`config.mk`:
```
export PLATFORM = sky130hd
export DESIGN_NAME = sleep_reset_ctl
export DESIGN_NICKNAME = d
export VERILOG_FILES = /design/src/rtl/sr_pkg.sv /design/src/rtl/sr_decode.sv /design/src/rtl/sr_ctrl_reg.sv /design/src/rtl/sr_reset_reg.sv /design/src/rtl/sleep_reset_ctl.sv
export SDC_FILE = /design/constraint.sdc
export NUM_CORES = 1
export LEC_CHECK = 0
export ABC_AREA = 1
export CAP_MARGIN = 0
export CORE_UTILIZATION = 48
export DETAILED_ROUTE_END_ITERATION = 7
export GPL_TIMING_DRIVEN = 0
export PLACE_DENSITY = 0.88
export SYNTH_ARGS = -nofsm -noshare
export SYNTH_HDL_FRONTEND = slang
export SYNTH_SLANG_ARGS = --single-unit
```
`constraint.sdc`:
```
create_clock -name clk -period 2.7 [get_ports clk]
set_input_delay 0.675 -clock clk [delete_from_list [all_inputs] [get_ports clk]]
set_output_delay 0.675 -clock clk [all_outputs]
set_load 0.02 [all_outputs]
```
`src/rtl/sr_pkg.sv`:
```
package sr_pkg;
  typedef enum logic [1:0] {
    SZ_BYTE = 2'd0,
    SZ_HALF = 2'd1,
    SZ_WORD = 2'd2
  } io_size_e;

  localparam int CTRL_W   = 16;
  localparam int BYTE_W   = 8;
  localparam int IE_BIT   = 0;
  localparam int SLP_BIT  = 13;
  localparam int TYPE_LSB = 10;
  localparam int TYPE_W   = 3;
  localparam int RST_GO   = 2;
  localparam int RST_KIND = 1;

  localparam logic [CTRL_W-1:0] CTRL_KEEP_MASK = 16'h1FFC;
endpackage

```
`src/rtl/sr_decode.sv`:
```
module sr_decode #(
  parameter int ADDR_W = 16,
  parameter logic [ADDR_W-1:0] CTRL_ADDR = 16'h0404,
  parameter logic [ADDR_W-1:0] CMD_ADDR  = 16'h00B2,
  parameter logic [ADDR_W-1:0] RST_ADDR  = 16'h0CF9
) (
  input  logic              req_valid,
  input  logic              req_write,
  input  logic [ADDR_W-1:0] req_addr,
  input  logic [1:0]        req_size,
  output logic              hit,
  output logic              bad,
  output logic              wr_ctrl,
  output logic              wr_cmd,
  output logic              wr_rst,
  output logic              rd_ctrl,
  output logic              rd_rst
);
  import sr_pkg::*;

  logic sel_ctrl, sel_cmd, sel_rst;
  logic ok_ctrl, ok_cmd, ok_rst;

  always_comb begin
    sel_ctrl = req_valid && (req_addr == CTRL_ADDR);
    sel_cmd  = req_valid && (req_addr == CMD_ADDR);
    sel_rst  = req_valid && (req_addr == RST_ADDR);
    ok_ctrl  = sel_ctrl && (req_size == SZ_HALF);
    ok_cmd   = sel_cmd && (req_size == SZ_BYTE) && req_write;
    ok_rst   = sel_rst && (req_size == SZ_BYTE);
    hit      = sel_ctrl || sel_cmd || sel_rst;
    bad      = hit && !(ok_ctrl || ok_cmd || ok_rst);
    wr_ctrl  = ok_ctrl && req_write;
    rd_ctrl  = ok_ctrl && !req_write;
    wr_cmd   = ok_cmd;
    wr_rst   = ok_rst && req_write;
    rd_rst   = ok_rst && !req_write;
  end
endmodule

```
`src/rtl/sr_ctrl_reg.sv`:
```
module sr_ctrl_reg #(
  parameter logic [7:0] CMD_ON       = 8'hA0,
  parameter logic [7:0] CMD_OFF      = 8'hA1,
  parameter logic [2:0] SOFTOFF_TYPE = 3'd5
) (
  input  logic                      clk,
  input  logic                      rst,
  input  logic                      wr_ctrl,
  input  logic                      wr_cmd,
  input  logic [sr_pkg::CTRL_W-1:0] wdata,
  output logic [sr_pkg::CTRL_W-1:0] ctrl_q,
  output logic                      poweroff_q
);
  import sr_pkg::*;

  logic [TYPE_W-1:0] new_type;
  logic              arm;
  logic              ie_next;

  always_comb begin
    new_type = wdata[TYPE_LSB +: TYPE_W];
    arm      = wdata[SLP_BIT];
    ie_next  = ctrl_q[IE_BIT];
    if (wr_cmd) begin
      if (wdata[BYTE_W-1:0] == CMD_ON)
        ie_next = 1'b1;
      else if (wdata[BYTE_W-1:0] == CMD_OFF)
        ie_next = 1'b0;
    end
  end

  always_ff @(posedge clk) begin
    if (rst) begin
      ctrl_q     <= '0;
      poweroff_q <= 1'b0;
    end else begin
      poweroff_q <= wr_ctrl && arm && (new_type == SOFTOFF_TYPE);
      if (wr_ctrl)
        ctrl_q <= (wdata & CTRL_KEEP_MASK) | {{(CTRL_W-1){1'b0}}, ctrl_q[IE_BIT]};
      else
        ctrl_q[IE_BIT] <= ie_next;
    end
  end
endmodule

```
`src/rtl/sr_reset_reg.sv`:
```
module sr_reset_reg (
  input  logic                      clk,
  input  logic                      rst,
  input  logic                      wr_rst,
  input  logic [sr_pkg::BYTE_W-1:0] wdata,
  output logic [sr_pkg::BYTE_W-1:0] rst_q,
  output logic                      req_q,
  output logic                      hard_q
);
  import sr_pkg::*;

  logic rise;

  always_comb rise = wr_rst && wdata[RST_GO] && !rst_q[RST_GO];

  always_ff @(posedge clk) begin
    if (rst) begin
      rst_q  <= '0;
      req_q  <= 1'b0;
      hard_q <= 1'b0;
    end else begin
      req_q  <= rise;
      hard_q <= rise && wdata[RST_KIND];
      if (wr_rst)
        rst_q <= wdata;
    end
  end
endmodule

```
`src/rtl/sleep_reset_ctl.sv`:
```
module sleep_reset_ctl #(
  parameter int ADDR_W = 16,
  parameter logic [ADDR_W-1:0] CTRL_ADDR = 16'h0404,
  parameter logic [ADDR_W-1:0] CMD_ADDR  = 16'h00B2,
  parameter logic [ADDR_W-1:0] RST_ADDR  = 16'h0CF9,
  parameter logic [7:0] CMD_ON       = 8'hA0,
  parameter logic [7:0] CMD_OFF      = 8'hA1,
  parameter logic [2:0] SOFTOFF_TYPE = 3'd5
) (
  input  logic              clk,
  input  logic              rst,
  input  logic              req_valid,
  input  logic              req_write,
  input  logic [ADDR_W-1:0] req_addr,
  input  logic [1:0]        req_size,
  input  logic [15:0]       req_wdata,
  output logic              rsp_valid,
  output logic              rsp_err,
  output logic [15:0]       rsp_rdata,
  output logic              poweroff_req,
  output logic              reset_req,
  output logic              reset_hard
);
  import sr_pkg::*;

  logic hit, bad, wr_ctrl, wr_cmd, wr_rst, rd_ctrl, rd_rst;
  logic [CTRL_W-1:0] ctrl_q;
  logic [BYTE_W-1:0] rst_q;
  logic [CTRL_W-1:0] rd_mux;

  sr_decode #(
    .ADDR_W(ADDR_W), .CTRL_ADDR(CTRL_ADDR),
    .CMD_ADDR(CMD_ADDR), .RST_ADDR(RST_ADDR)
  ) u_dec (
    .req_valid(req_valid), .req_write(req_write), .req_addr(req_addr),
    .req_size(req_size), .hit(hit), .bad(bad), .wr_ctrl(wr_ctrl),
    .wr_cmd(wr_cmd), .wr_rst(wr_rst), .rd_ctrl(rd_ctrl), .rd_rst(rd_rst)
  );

  sr_ctrl_reg #(
    .CMD_ON(CMD_ON), .CMD_OFF(CMD_OFF), .SOFTOFF_TYPE(SOFTOFF_TYPE)
  ) u_ctrl (
    .clk(clk), .rst(rst), .wr_ctrl(wr_ctrl), .wr_cmd(wr_cmd),
    .wdata(req_wdata), .ctrl_q(ctrl_q), .poweroff_q(poweroff_req)
  );

  sr_reset_reg u_rst (
    .clk(clk), .rst(rst), .wr_rst(wr_rst), .wdata(req_wdata[BYTE_W-1:0]),
    .rst_q(rst_q), .req_q(reset_req), .hard_q(reset_hard)
  );

  always_comb begin
    rd_mux = '0;
    if (rd_ctrl)
      rd_mux = ctrl_q;
    else if (rd_rst)
      rd_mux = {{(CTRL_W-BYTE_W){1'b0}}, rst_q};
  end

  always_ff @(posedge clk) begin
    if (rst) begin
      rsp_valid <= 1'b0;
      rsp_err   <= 1'b0;
      rsp_rdata <= '0;
    end else begin
      rsp_valid <= hit;
      rsp_err   <= bad;
      rsp_rdata <= rd_mux;
    end
  end
endmodule

```
==> results.ini <==
[timing]
final_max_slew_viol_count=0
rsz0062_at_grt=no
worst_pin_slew_ps=688
setup_tns_ps=0
timing.fmax_mhz=474
post-route-period-util=0.782
final_hold_viol_count=0
worst_clock_skew_ps=8.55
slew-limit-headroom=0.540
setup_violations=0
period_needed_ps=2110

[synth]
synth_area_um2=1740
synthTopCellsByArea=dfxtp_1, nor2_1, nand2_1, inv_1, nand4_1
syn_area_per_cell_um2=6.76
yosysSeqAreaShare=0.438
ys_async_sr_fraction=0
synth_largest_area_cell=dfxtp_1
synth-main-ff-cell=dfxtp_1
synth_cells=257
synth_common_cells=nor2_1, nand2_1, inv_1
yosysMostFrequentCell=nor2_1
synth_edf_count=0
yosys.cell_types.count=21
yosysWarnings=0
synth_top_area_share=0.438
synth-seq-cells=38

[place]
place_congestion=0.804
numPortBuffers=53
dp_hpwl_um=2920

[clock_tree]
ctsHtreeMaxLevel=2
clk_pin_slew_ps=130
cts.repair.resized=0
post_cts_buffers=0
cts_buffers=5
clk_latency_ps=340
clk_path_buf_depth=2
cts_hold_buf=0
clock_sinks=38
cts_tree=done
cts-root-buf=clkbuf_4

[critical_path]
crit_required_ps=2960
crit_family=simple AND/OR/NAND/NOR gates
end_kind=flip-flop
startpoint=rst
slowest_stage=nor2_1
critPathBufInv=1
path_max_fanout=9
crit_type=primary input to flip-flop
r2r_start=u_rst.rst_q[2]
crit_path_start_kind=primary input
slowest_delay_ps=580
crit_arrival_ps=2370
path_cells=clkdlybuf4s50_1 -> nor2_1 -> nand4_2 -> o21ai_0

[floorplan]
num_io_pins=59
die_x_um=62.2
rows=21
dieArea_um2=3860
core_um2=3390
start_util=0.512
dieHeight_um=62.2

[routing]
post_drt_wl_per_cell_um=10.7
routed_wl_um=3920
drt_iter0_markers=70
vias=1718
viasPerCell=4.69
ant_nets=0
drc=0
drt_pass1_iterations=4

[power_and_ir_drop]
vdd_ir_drop_max_uv=360
p_total_mw=1.15
p_leak_nw=1.13
power.density_nw_per_um2=471

[cells_and_area]
final_net_count=357
multiInputGateArea_um2=759
fill_cells=270
layout-drive-gt1-share=0.0938
antenna_cells=0
syn_to_final_growth_pct=40.4
seq_area_um2=761

[global_routing]
grt_max_degree=14
grt_antenna_before_repair=0
grt_use_total=0.228
grt_overflow=0
grt_pass1_vias=1668
grt_pass1_wl_um=7110

[worst_hold_path]
hold_class=flip-flop to flip-flop
min_from=u_ctrl.ctrl_q[10]

[run_status]
status=completed

[job]
cap_violations=0

-- layout by cell type (no fill, tap or decap), types with 2 or more instances in the layout --
master,Yosys,final
nand3_1,12,12
clkbuf_4,0,5
o21ai_0,7,7
nand2_2,3,3
nor2_2,5,5
conb_1,1,3
dfxtp_1,38,38
nor2_1,63,63
bufinv_16,0,2
nand3b_1,2,2
nand2_1,59,59
nand4_1,11,11
inv_1,40,40
buf_2,2,2
buf_4,6,6
clkdlybuf4s50_1,0,53
-- final cells by class --
cell class	instances	share of cell area
Multi-Input combinational cell	170	0.311
Buffer	10	0.0287
Tap cell	46	0.0236
Inverter	41	0.0631
Clock inverter	3	0.0282
Timing Repair Buffer	53	0.218
Sequential cell	38	0.312
Clock buffer	5	0.0154
-- sequential cells by signal (all words and copies together) (netlist names) --
name / count
rsp_valid: 1
u_rst.req_q: 1
rsp_rdata: 13
u_rst.rst_q: 8
rsp_err: 1
u_ctrl.poweroff_q: 1
u_rst.hard_q: 1
u_ctrl.ctrl_q: 12
-- layer usage --
layer / global-route usage / vias up / share of wire
met3: 0.0478 / 9 / 0.050
met5: 0 / - / 0
met1: 0.276 / 757 / 0.45
met4: 0.0727 / 0 / 0.014
li1: - / 898 / -
met2: 0.401 / 54 / 0.48
-- power breakdown --
group / switching, mW / total [mW] / internal, mW
combinational: 0.0458 / 0.103 / 0.0575
clock: 0.195 / 0.485 / 0.290
sequential: 0.000000406 / 0.560 / 0.560
total: 0.241 / 1.15 / 0.908
-- cell families after synthesis --
kind of cell           count (synthesis)  synth area share
AND/OR/NAND/NOR                      159             0.408
flip-flops                            38             0.438
buffers and inverters                 51             0.129
AO/OA/AOI/OAI                          8            0.0230
other                                  1           0.00216
-- path summary, 6_finish.rpt --
| path | slack (ps) | endpoint | cells past startpoint |
|---|---|---|---|
| max | 590 | rsp_rdata[7] | 4 |
| min | 430 | rsp_rdata[10] | 2 |
| max reg2reg | 1980 | u_rst.hard_q | 2 |
| min reg2reg | 430 | rsp_rdata[10] | 2 |
-- tightest hold or removal path: stages, from the launching register on --
cell and delay, ps:
dfxtp_1 320, inv_1 60, nor2_1 40
-- through the flow --
stage,setup WS (ps),hold slack [ps],area [um^2],cells,utilization
floorplan,1070,408,1740,259,-
global placement,244,416,2330,358,0.688
detailed placement,281,417,2330,358,0.688
CTS,636,436,2440,366,0.719
global route,452,453,2440,366,0.719
finish,590,434,2440,366,0.719
Note: power is estimated with default switching activity, not from simulation.
